<file path="src/rtl/subrange_pkg.sv">
package subrange_pkg;
  typedef enum logic [2:0] {
    PH_IDLE,
    PH_SAMPLE,
    PH_COARSE,
    PH_SETTLE,
    PH_FINE,
    PH_DONE
  } phase_t;
endpackage

</file>
<file path="src/rtl/therm_enc.sv">
module therm_enc #(
  parameter int CODE_W = 2,
  localparam int COMPS = (1 << CODE_W) - 1
) (
  input  logic [COMPS-1:0]  word_i,
  output logic [CODE_W-1:0] code_o,
  output logic              bubble_o
);
  logic [COMPS-1:0] word_inc;

  always_comb begin
    code_o = '0;
    for (int i = 0; i < COMPS; i++) begin
      if (word_i[i]) code_o = CODE_W'(i + 1);
    end
  end

  assign word_inc = word_i + 1'b1;
  assign bubble_o = (word_i & word_inc) != '0;

  always_comb begin
    if (!bubble_o) begin
      assert_code_matches_count_R6: assert (code_o == CODE_W'($countones(word_i)));
    end
  end
endmodule

</file>
<file path="src/rtl/phase_timer.sv">
module phase_timer #(
  parameter int MAX_LEN = 4,
  localparam int CNT_W = $clog2(MAX_LEN + 1)
) (
  input  logic             clk,
  input  logic             rst,
  input  logic             load_i,
  input  logic [CNT_W-1:0] len_i,
  output logic             last_o
);
  logic [CNT_W-1:0] remain;

  always_ff @(posedge clk) begin
    if (rst) begin
      remain <= '0;
    end else if (load_i) begin
      remain <= len_i - 1'b1;
    end else if (remain != '0) begin
      remain <= remain - 1'b1;
    end
  end

  assign last_o = (remain == '0);

  assert_len_nonzero_R2: assert property (@(posedge clk) disable iff (rst)
    load_i |-> (len_i != '0));
endmodule

</file>
<file path="src/rtl/subrange_seq.sv">
module subrange_seq
  import subrange_pkg::*;
#(
  parameter int STAGE_BITS    = 2,
  parameter int STAGE_CYCLES  = 2,
  parameter int SETTLE_CYCLES = 3,
  localparam int COMPS    = (1 << STAGE_BITS) - 1,
  localparam int RES_W    = 2 * STAGE_BITS,
  localparam int MAX_LEN  = (STAGE_CYCLES > SETTLE_CYCLES) ? STAGE_CYCLES : SETTLE_CYCLES,
  localparam int CNT_W    = $clog2(MAX_LEN + 1)
) (
  input  logic                  clk,
  input  logic                  rst,
  input  logic                  start_i,
  input  logic [COMPS-1:0]      comp_i,
  output logic                  stage_sel_o,
  output logic [STAGE_BITS-1:0] dac_code_o,
  output logic [RES_W-1:0]      result_o,
  output logic                  done_o,
  output logic                  bubble_o
);
  phase_t                phase;
  logic                  pass_last;
  logic                  tmr_load;
  logic [CNT_W-1:0]      tmr_len;
  logic [STAGE_BITS-1:0] enc_code;
  logic                  enc_bubble;

  therm_enc #(.CODE_W(STAGE_BITS)) u_enc (
    .word_i   (comp_i),
    .code_o   (enc_code),
    .bubble_o (enc_bubble)
  );

  always_comb begin
    tmr_load = 1'b0;
    tmr_len  = CNT_W'(STAGE_CYCLES);
    case (phase)
      PH_SAMPLE: tmr_load = 1'b1;
      PH_COARSE: begin
        tmr_load = pass_last;
        tmr_len  = CNT_W'(SETTLE_CYCLES);
      end
      PH_SETTLE: tmr_load = pass_last;
      default:   tmr_load = 1'b0;
    endcase
  end

  phase_timer #(.MAX_LEN(MAX_LEN)) u_tmr (
    .clk    (clk),
    .rst    (rst),
    .load_i (tmr_load),
    .len_i  (tmr_len),
    .last_o (pass_last)
  );

  always_ff @(posedge clk) begin
    if (rst) begin
      phase       <= PH_IDLE;
      stage_sel_o <= 1'b0;
      dac_code_o  <= '0;
      result_o    <= '0;
      done_o      <= 1'b0;
      bubble_o    <= 1'b0;
    end else begin
      case (phase)
        PH_IDLE: begin
          if (start_i) begin
            phase    <= PH_SAMPLE;
            bubble_o <= 1'b0;
          end
        end
        PH_SAMPLE: phase <= PH_COARSE;
        PH_COARSE: begin
          if (pass_last) begin
            dac_code_o  <= enc_code;
            bubble_o    <= enc_bubble;
            stage_sel_o <= 1'b1;
            phase       <= PH_SETTLE;
          end
        end
        PH_SETTLE: begin
          if (pass_last) phase <= PH_FINE;
        end
        PH_FINE: begin
          if (pass_last) begin
            result_o    <= {dac_code_o, enc_code};
            bubble_o    <= bubble_o | enc_bubble;
            done_o      <= 1'b1;
            stage_sel_o <= 1'b0;
            phase       <= PH_DONE;
          end
        end
        PH_DONE: begin
          done_o <= 1'b0;
          phase  <= PH_IDLE;
        end
        default: phase <= PH_IDLE;
      endcase
    end
  end

  assert_done_single_R8: assert property (@(posedge clk) disable iff (rst)
    done_o |=> !done_o);

  assert_result_moves_with_done_R8: assert property (@(posedge clk) disable iff (rst)
    !$stable(result_o) |-> done_o);

  assert_dac_held_R4: assert property (@(posedge clk) disable iff (rst)
    !$stable(dac_code_o) |-> ($past(phase) == PH_COARSE));

  assert_fine_after_settle_R2: assert property (@(posedge clk) disable iff (rst)
    (phase == PH_FINE && $past(phase) != PH_FINE) |-> ($past(phase) == PH_SETTLE));

  assert_idle_coarse_select_R3: assert property (@(posedge clk) disable iff (rst)
    (phase == PH_IDLE || phase == PH_COARSE) |-> !stage_sel_o);
endmodule

</file>
<file path="config.mk">
export PLATFORM = sky130hd
export DESIGN_NAME = subrange_seq
export DESIGN_NICKNAME = d
export VERILOG_FILES = /design/src/rtl/subrange_pkg.sv /design/src/rtl/therm_enc.sv /design/src/rtl/phase_timer.sv /design/src/rtl/subrange_seq.sv
export SDC_FILE = /design/constraint.sdc
export NUM_CORES = 1
export LEC_CHECK = 0
export BUFFER_PORTS_ARGS = -buffer_cell sky130_fd_sc_hd__buf_2
export CAP_MARGIN = 40
export CORE_MARGIN = 5
export CORE_UTILIZATION = 45
export DETAILED_ROUTE_END_ITERATION = 10
export PLACE_DENSITY = 0.72
export SLEW_MARGIN = 20
export SYNTH_ARGS = -nofsm -noshare
export SYNTH_HDL_FRONTEND = slang
export SYNTH_SLANG_ARGS = --single-unit
export TNS_END_PERCENT = 50
</file>
<file path="constraint.sdc">
create_clock -name clk -period 1.1 [get_ports clk]
set_clock_uncertainty 0.1 [all_clocks]
set_input_delay 0.055 -clock clk [delete_from_list [all_inputs] [get_ports clk]]
set_output_delay 0.055 -clock clk [all_outputs]
set_load 0.1 [all_outputs]
</file>
# --- Yosys cells after proc, flatten, opt, wreduce, memory -nomap -nowiden ---
# Index checks and enable logic that the tools add are counted.
word_totals:
  reg_bits: 14
  input_bits: 6
  word_cells: 56
op_classes:
  addsub: 3
  eq_ne: 9
  n_mux: 20
  bitwise_logic: 2
  n_reduce_logical: 15
op_table:
  columns: ["op", "count"]
  rows:
  - ["$pmux 3 s5", 1]
  - ["$mux 3", 4]
  - ["$mux 2", 4]
  - ["$ne 2x2->1 const B", 4]
  - ["$reduce_and 4->1", 2]
  - ["$reduce_bool 2->1", 4]
  - ["$mux 1", 7]
  - ["$eq 3x2->1 const B", 2]
  - ["$eq 3x3->1 const B", 2]
  - ["$pmux 1 s2", 3]
  - ["$reduce_and 2->1", 3]
  - ["$reduce_bool 3->1", 2]
  - ["$sub 2x1->2 const B", 2]
  - ["$add 3x1->3 const B", 1]
  - ["$and 3x3->3", 1]
  - ["$eq 3x1->1 const B", 1]
  - ["$logic_not 3->1", 1]
  - ["$pmux 1 s3", 1]
  - ["$reduce_and 3->1", 1]
  - ["$logic_not 2->1", 1]
  - ["$reduce_or 2->1", 1]
  - ["$or 1x1->1", 1]

# --- Depth between registers and ports, before layout ---
logic_depth:
  word_depth: 6
  depth_mapped: 4

# --- Hierarchy ---
# A second synthesis with hierarchy kept.
unflattened:
  hier_cells: 76
  hier_area_um2: 668.1
by_module_without_submodules:
  columns: ["module", "instances", "cells_per_inst", "area_each_um2"]
  rows:
  - ["subrange_seq", 1, 61, 546.8]
  - ["phase_timer", 1, 10, 92.6]
  - ["therm_enc", 1, 5, 28.8]

# --- Worst setup path after synthesis ---
# OpenSTA, ideal clock, no wires.
synth_timing:
  path_type: "flip-flop to flip-flop"
  startpoint: "register bubble_o"
  endpoint: "register bubble_o"
  t_arrival_ps: 1377
  setup_slack_ps: -436
  stages_incl_launch_ff: 4
  cell_sequence: "dfxtp_1 inv_1 a311oi_1 a22o_1"
synth_between:
  elab_chain_len: 3
synth_lines:
  columns: ["item", "line", "rtl"]
  rows:
  - ["start, declared", "subrange_seq.sv:20", "output logic bubble_o"]
  - ["start signal, assigned", "subrange_seq.sv:77", "bubble_o <= enc_bubble;"]
  - ["start signal, assigned", "subrange_seq.sv:88", "bubble_o <= bubble_o | enc_bubble;"]
  - ["$or 1x1->1", "subrange_seq.sv:88", null]
  - ["$mux 1", "subrange_seq.sv:86", "if (pass_last) begin"]
  - ["$pmux 1 s3", "subrange_seq.sv:66", "case (phase)"]
# Every way passes these cells. The select of a mux whose other input is x is not followed.
# A chain may end at the register's enable or synchronous reset.

# --- Final worst setup path ---
layout_timing:
  startpoint: "register phase[1]"
  endpoint: "register dac_code_o[0]"
layout_between:
  elab_chain_len: 2
layout_lines:
  columns: ["item", "line", "rtl"]
  rows:
  - ["start, declared", "subrange_seq.sv:22", "phase_t phase;"]
  - ["start signal, assigned", "subrange_seq.sv:59", "phase <= PH_IDLE;"]
  - ["start signal, assigned", "subrange_seq.sv:69", "phase <= PH_SAMPLE;"]
  - ["start signal, assigned", "subrange_seq.sv:73", "PH_SAMPLE: phase <= PH_COARSE;"]
  - ["$eq 3x2->1", "subrange_seq.sv:66", null]
  - ["$reduce_and 2->1 (no source line)", null, null]
  - ["end signal, assigned", "subrange_seq.sv:76", "dac_code_o <= enc_code;"]
  - ["end, declared", "subrange_seq.sv:17", "output logic [STAGE_BITS-1:0] dac_code_o,"]
# Every way passes these cells.

==> flow_metrics.tcl <==
set metrics [dict create \
    clockBufferDepth 2 \
    port_buffers 14 \
    min_path_type "input pin to flop" \
    fmax_mhz 787 \
    drt-pass1-iter-count 4 \
    intPower_uw 1050 \
    arrival_ns 1.37 \
    area_delta_synth_final_pct 74.2 \
    critical_path_class "flop to flop" \
    syn-num-nets 72 \
    post-route-min-period_ns 1.27 \
    pwr-share-comb_pct 38.9 \
    synth_edf_count 0 \
    swShare_pct 35.8 \
    worst_slack_ns -0.171 \
    netlist_area_um2 656 \
    dp.final_hpwl_um 1070 \
    viasPerCell 5.65 \
    cts_root_buf "clkbuf_4" \
    pre_cts_ws_ns -0.142 \
    timing_hold_violations_final 1 \
    synth-seq-area-share_pct 42.7 \
    synthCells 66 \
    initial_core_util_pct 49.2 \
    status "finished with violations" \
    violations "hold timing, setup timing" \
    hold_ws_ns -0.00844 \
    synth-main-ff-cell "dfxtp_1" \
    nets 107 \
    antenna_left 0 \
    syn_area_per_cell_um2 9.93 \
    grt_overflow_total 0 \
    period_share_pct 116 \
    synth_largest_area_cell "dfxtp_1" \
    rows 13 \
    drv_cap 0 \
    wl_per_cell_um 19.7 \
    htree_levels 1 \
    path_max_fanout 4 \
    totalWireLength_um 2270 \
    gp_congestion 0.804 \
    grt_max_degree 12 \
    p_leak_uw 0.000478 \
    yosysTopAreaCellShare_pct 42.7 \
    crit_family "flip-flops" \
    net-switching-power_uw 586 \
    die_h_um 48.2 \
    critical_path.startpoint_type "flop" \
    fillCellCount 71 \
    clkTransAtPathRegs_ns 0.09 \
    dieArea_um2 2320 \
    vias 650 \
    synth-async-reset-ratio_pct 0 \
    setup_viol 13 \
    grt_util_all_layers_pct 21.1 \
    cp_num_buf_inv 1 \
    drive_above_1_share_pct 60.0 \
    cts.sinks 14 \
    crit_required_ns 1.20 \
    tightest_slew_ns 0.481 \
    seqPwrFrac_pct 37.6 \
    clkPwrFrac_pct 23.5 \
    grt_pass1_wl_um 3310 \
    cts_made_buffers 3 \
    peakVddDrop_uv 1090 \
    ys_ff_latch 14 \
    path_cells "nor2b_4 -> nand3b_1 -> buf_6 -> mux2i_1" \
    diodes 0 \
    ys_top_cells_by_count "dfxtp_1 (14), mux2i_1 (6), nand2b_1 (6)" \
    route.detailed.drc 0 \
    yosysMostFrequentCell "dfxtp_1" \
    synth_cell_types 29 \
    drt_iter0_markers 18 \
    cp_slowest_stage_delay_ns 0.38 \
    p_per_area_nw_per_um2 1430 \
    worst-path-stages 4 \
    io_pins 15 \
    tritoncts "done" \
    rsz0062_at_grt "true" \
    end_kind "flop" \
    whs_path_depth 3 \
    yosys-top-cells-area "dfxtp_1 (43%), mux2i_1 (9.2%), nand2b_1 (5.7%)" \
    crit_slowest_cell "dfxtp_4" \
    reg2regPathDepth 4 \
    clk_latency_ns 0.28 \
    grt_pass1_vias 651 \
    fp.dieW_um 48.2 \
    antenna_found_initial 0 \
    drv_slew 0 \
    relSlewSlack_pct 67.9 \
    yosys_warnings 0 \
    design.core.area_um2 1330 \
]
==> power by group through the flow <==
| stage | clock network, µW | registers (µW) | logic (µW) |
|---|---|---|---|
| floorplan | 0 | 740 | 172 |
| global placement | 0 | 610 | 489 |
| detailed placement | 0 | 611 | 496 |
| CTS | 376 | 606 | 585 |
| global route | 400 | 619 | 668 |
| finish | 385 | 615 | 637 |
==> final cells by class <==
type                       count  area [µm²]  share of cell area (%)
tap                           15        18.8                    1.64
inverter                       3        11.3                   0.986
clock buffer                   4        36.3                    3.18
multi-input combinational     46         412                    36.0
sequential                    14         303                    26.5
timing repair buffer          33         362                    31.7
==> metrics by stage <==
step	area [µm²]	power (µW)	cells	setup TNS, ns	utilization [%]
floorplan	674	912	66	-1.13	-
global placement	961	1100	103	-0.595	72.0
detailed placement	961	1110	103	-0.982	72.0
CTS	1110	1570	113	-0.495	82.9
global route	1140	1690	115	-1.46	85.6
finish	1140	1640	115	-1.02	85.6
==> cell usage in the layout, fill, tap and decap left out, drive strengths merged, types with 2 or more instances in the layout <==
| cell type | instances |
|---|---|
| nor2 | 5 |
| o21bai | 2 |
| a31oi | 2 |
| dfxtp | 14 |
| nand2b | 6 |
| inv | 3 |
| nand3b | 2 |
| buf | 32 |
| and2b | 2 |
| nand2 | 2 |
| nor2b | 3 |
| a2111oi | 2 |
| nor3b | 2 |
| mux2i | 6 |
| clkbuf | 4 |
| a32oi | 2 |
==> layer usage <==
metal	vias to the layer above	routed length [µm]	track usage, %
met5	-	0	0
met4	0	17	8.06
met3	2	145	3.69
met2	35	1170	34.6
met1	307	934	27.4
li1	306	-	-
==> sequential cells by signal (all words and copies together), names as in the netlist <==
signal and flops:
result_o 4, phase 3, dac_code_o 2, u_tmr.remain 2
bubble_o 1, done_o 1, stage_sel_o 1
==> repair_timing <==
item / CTS / global route
hold endpoints to repair: 3 / 0
cloned: 0 / 0
hold buffers: 1 / 0
setup buffers: 5 / 2
setup endpoints to repair: 12 / 13
resized for setup: 18 / 4
pin swaps: 4 / 3
==> cells by family (layout without fill, tap and decap cells) <==
kind of cell	count (synthesis)	in the layout	synth area share, %
and+or+nand+nor	24	24	23.9
muxes	6	6	9.16
AOI/OAI and AO/OA	16	16	20.4
buffers and inverters	6	40	3.82
DFF	14	14	42.7
==> path summary, 6_finish.rpt <==
path | from | to | slack (ns)
hold / removal | rst | phase[1] | -0.008
setup reg to reg | phase[1] | dac_code_o[0] | -0.17
hold reg to reg | phase[0] | done_o | 0.42
setup / recovery | phase[1] | dac_code_o[0] | -0.17
==> worst reg2reg max path, stage by stage (launching register included) <==
cell	delay, ns
dfxtp_4	0.38
nor2b_4	0.20
nand3b_1	0.16
buf_6	0.17
mux2i_1	0.19
(Power assumes the default switching activity.)
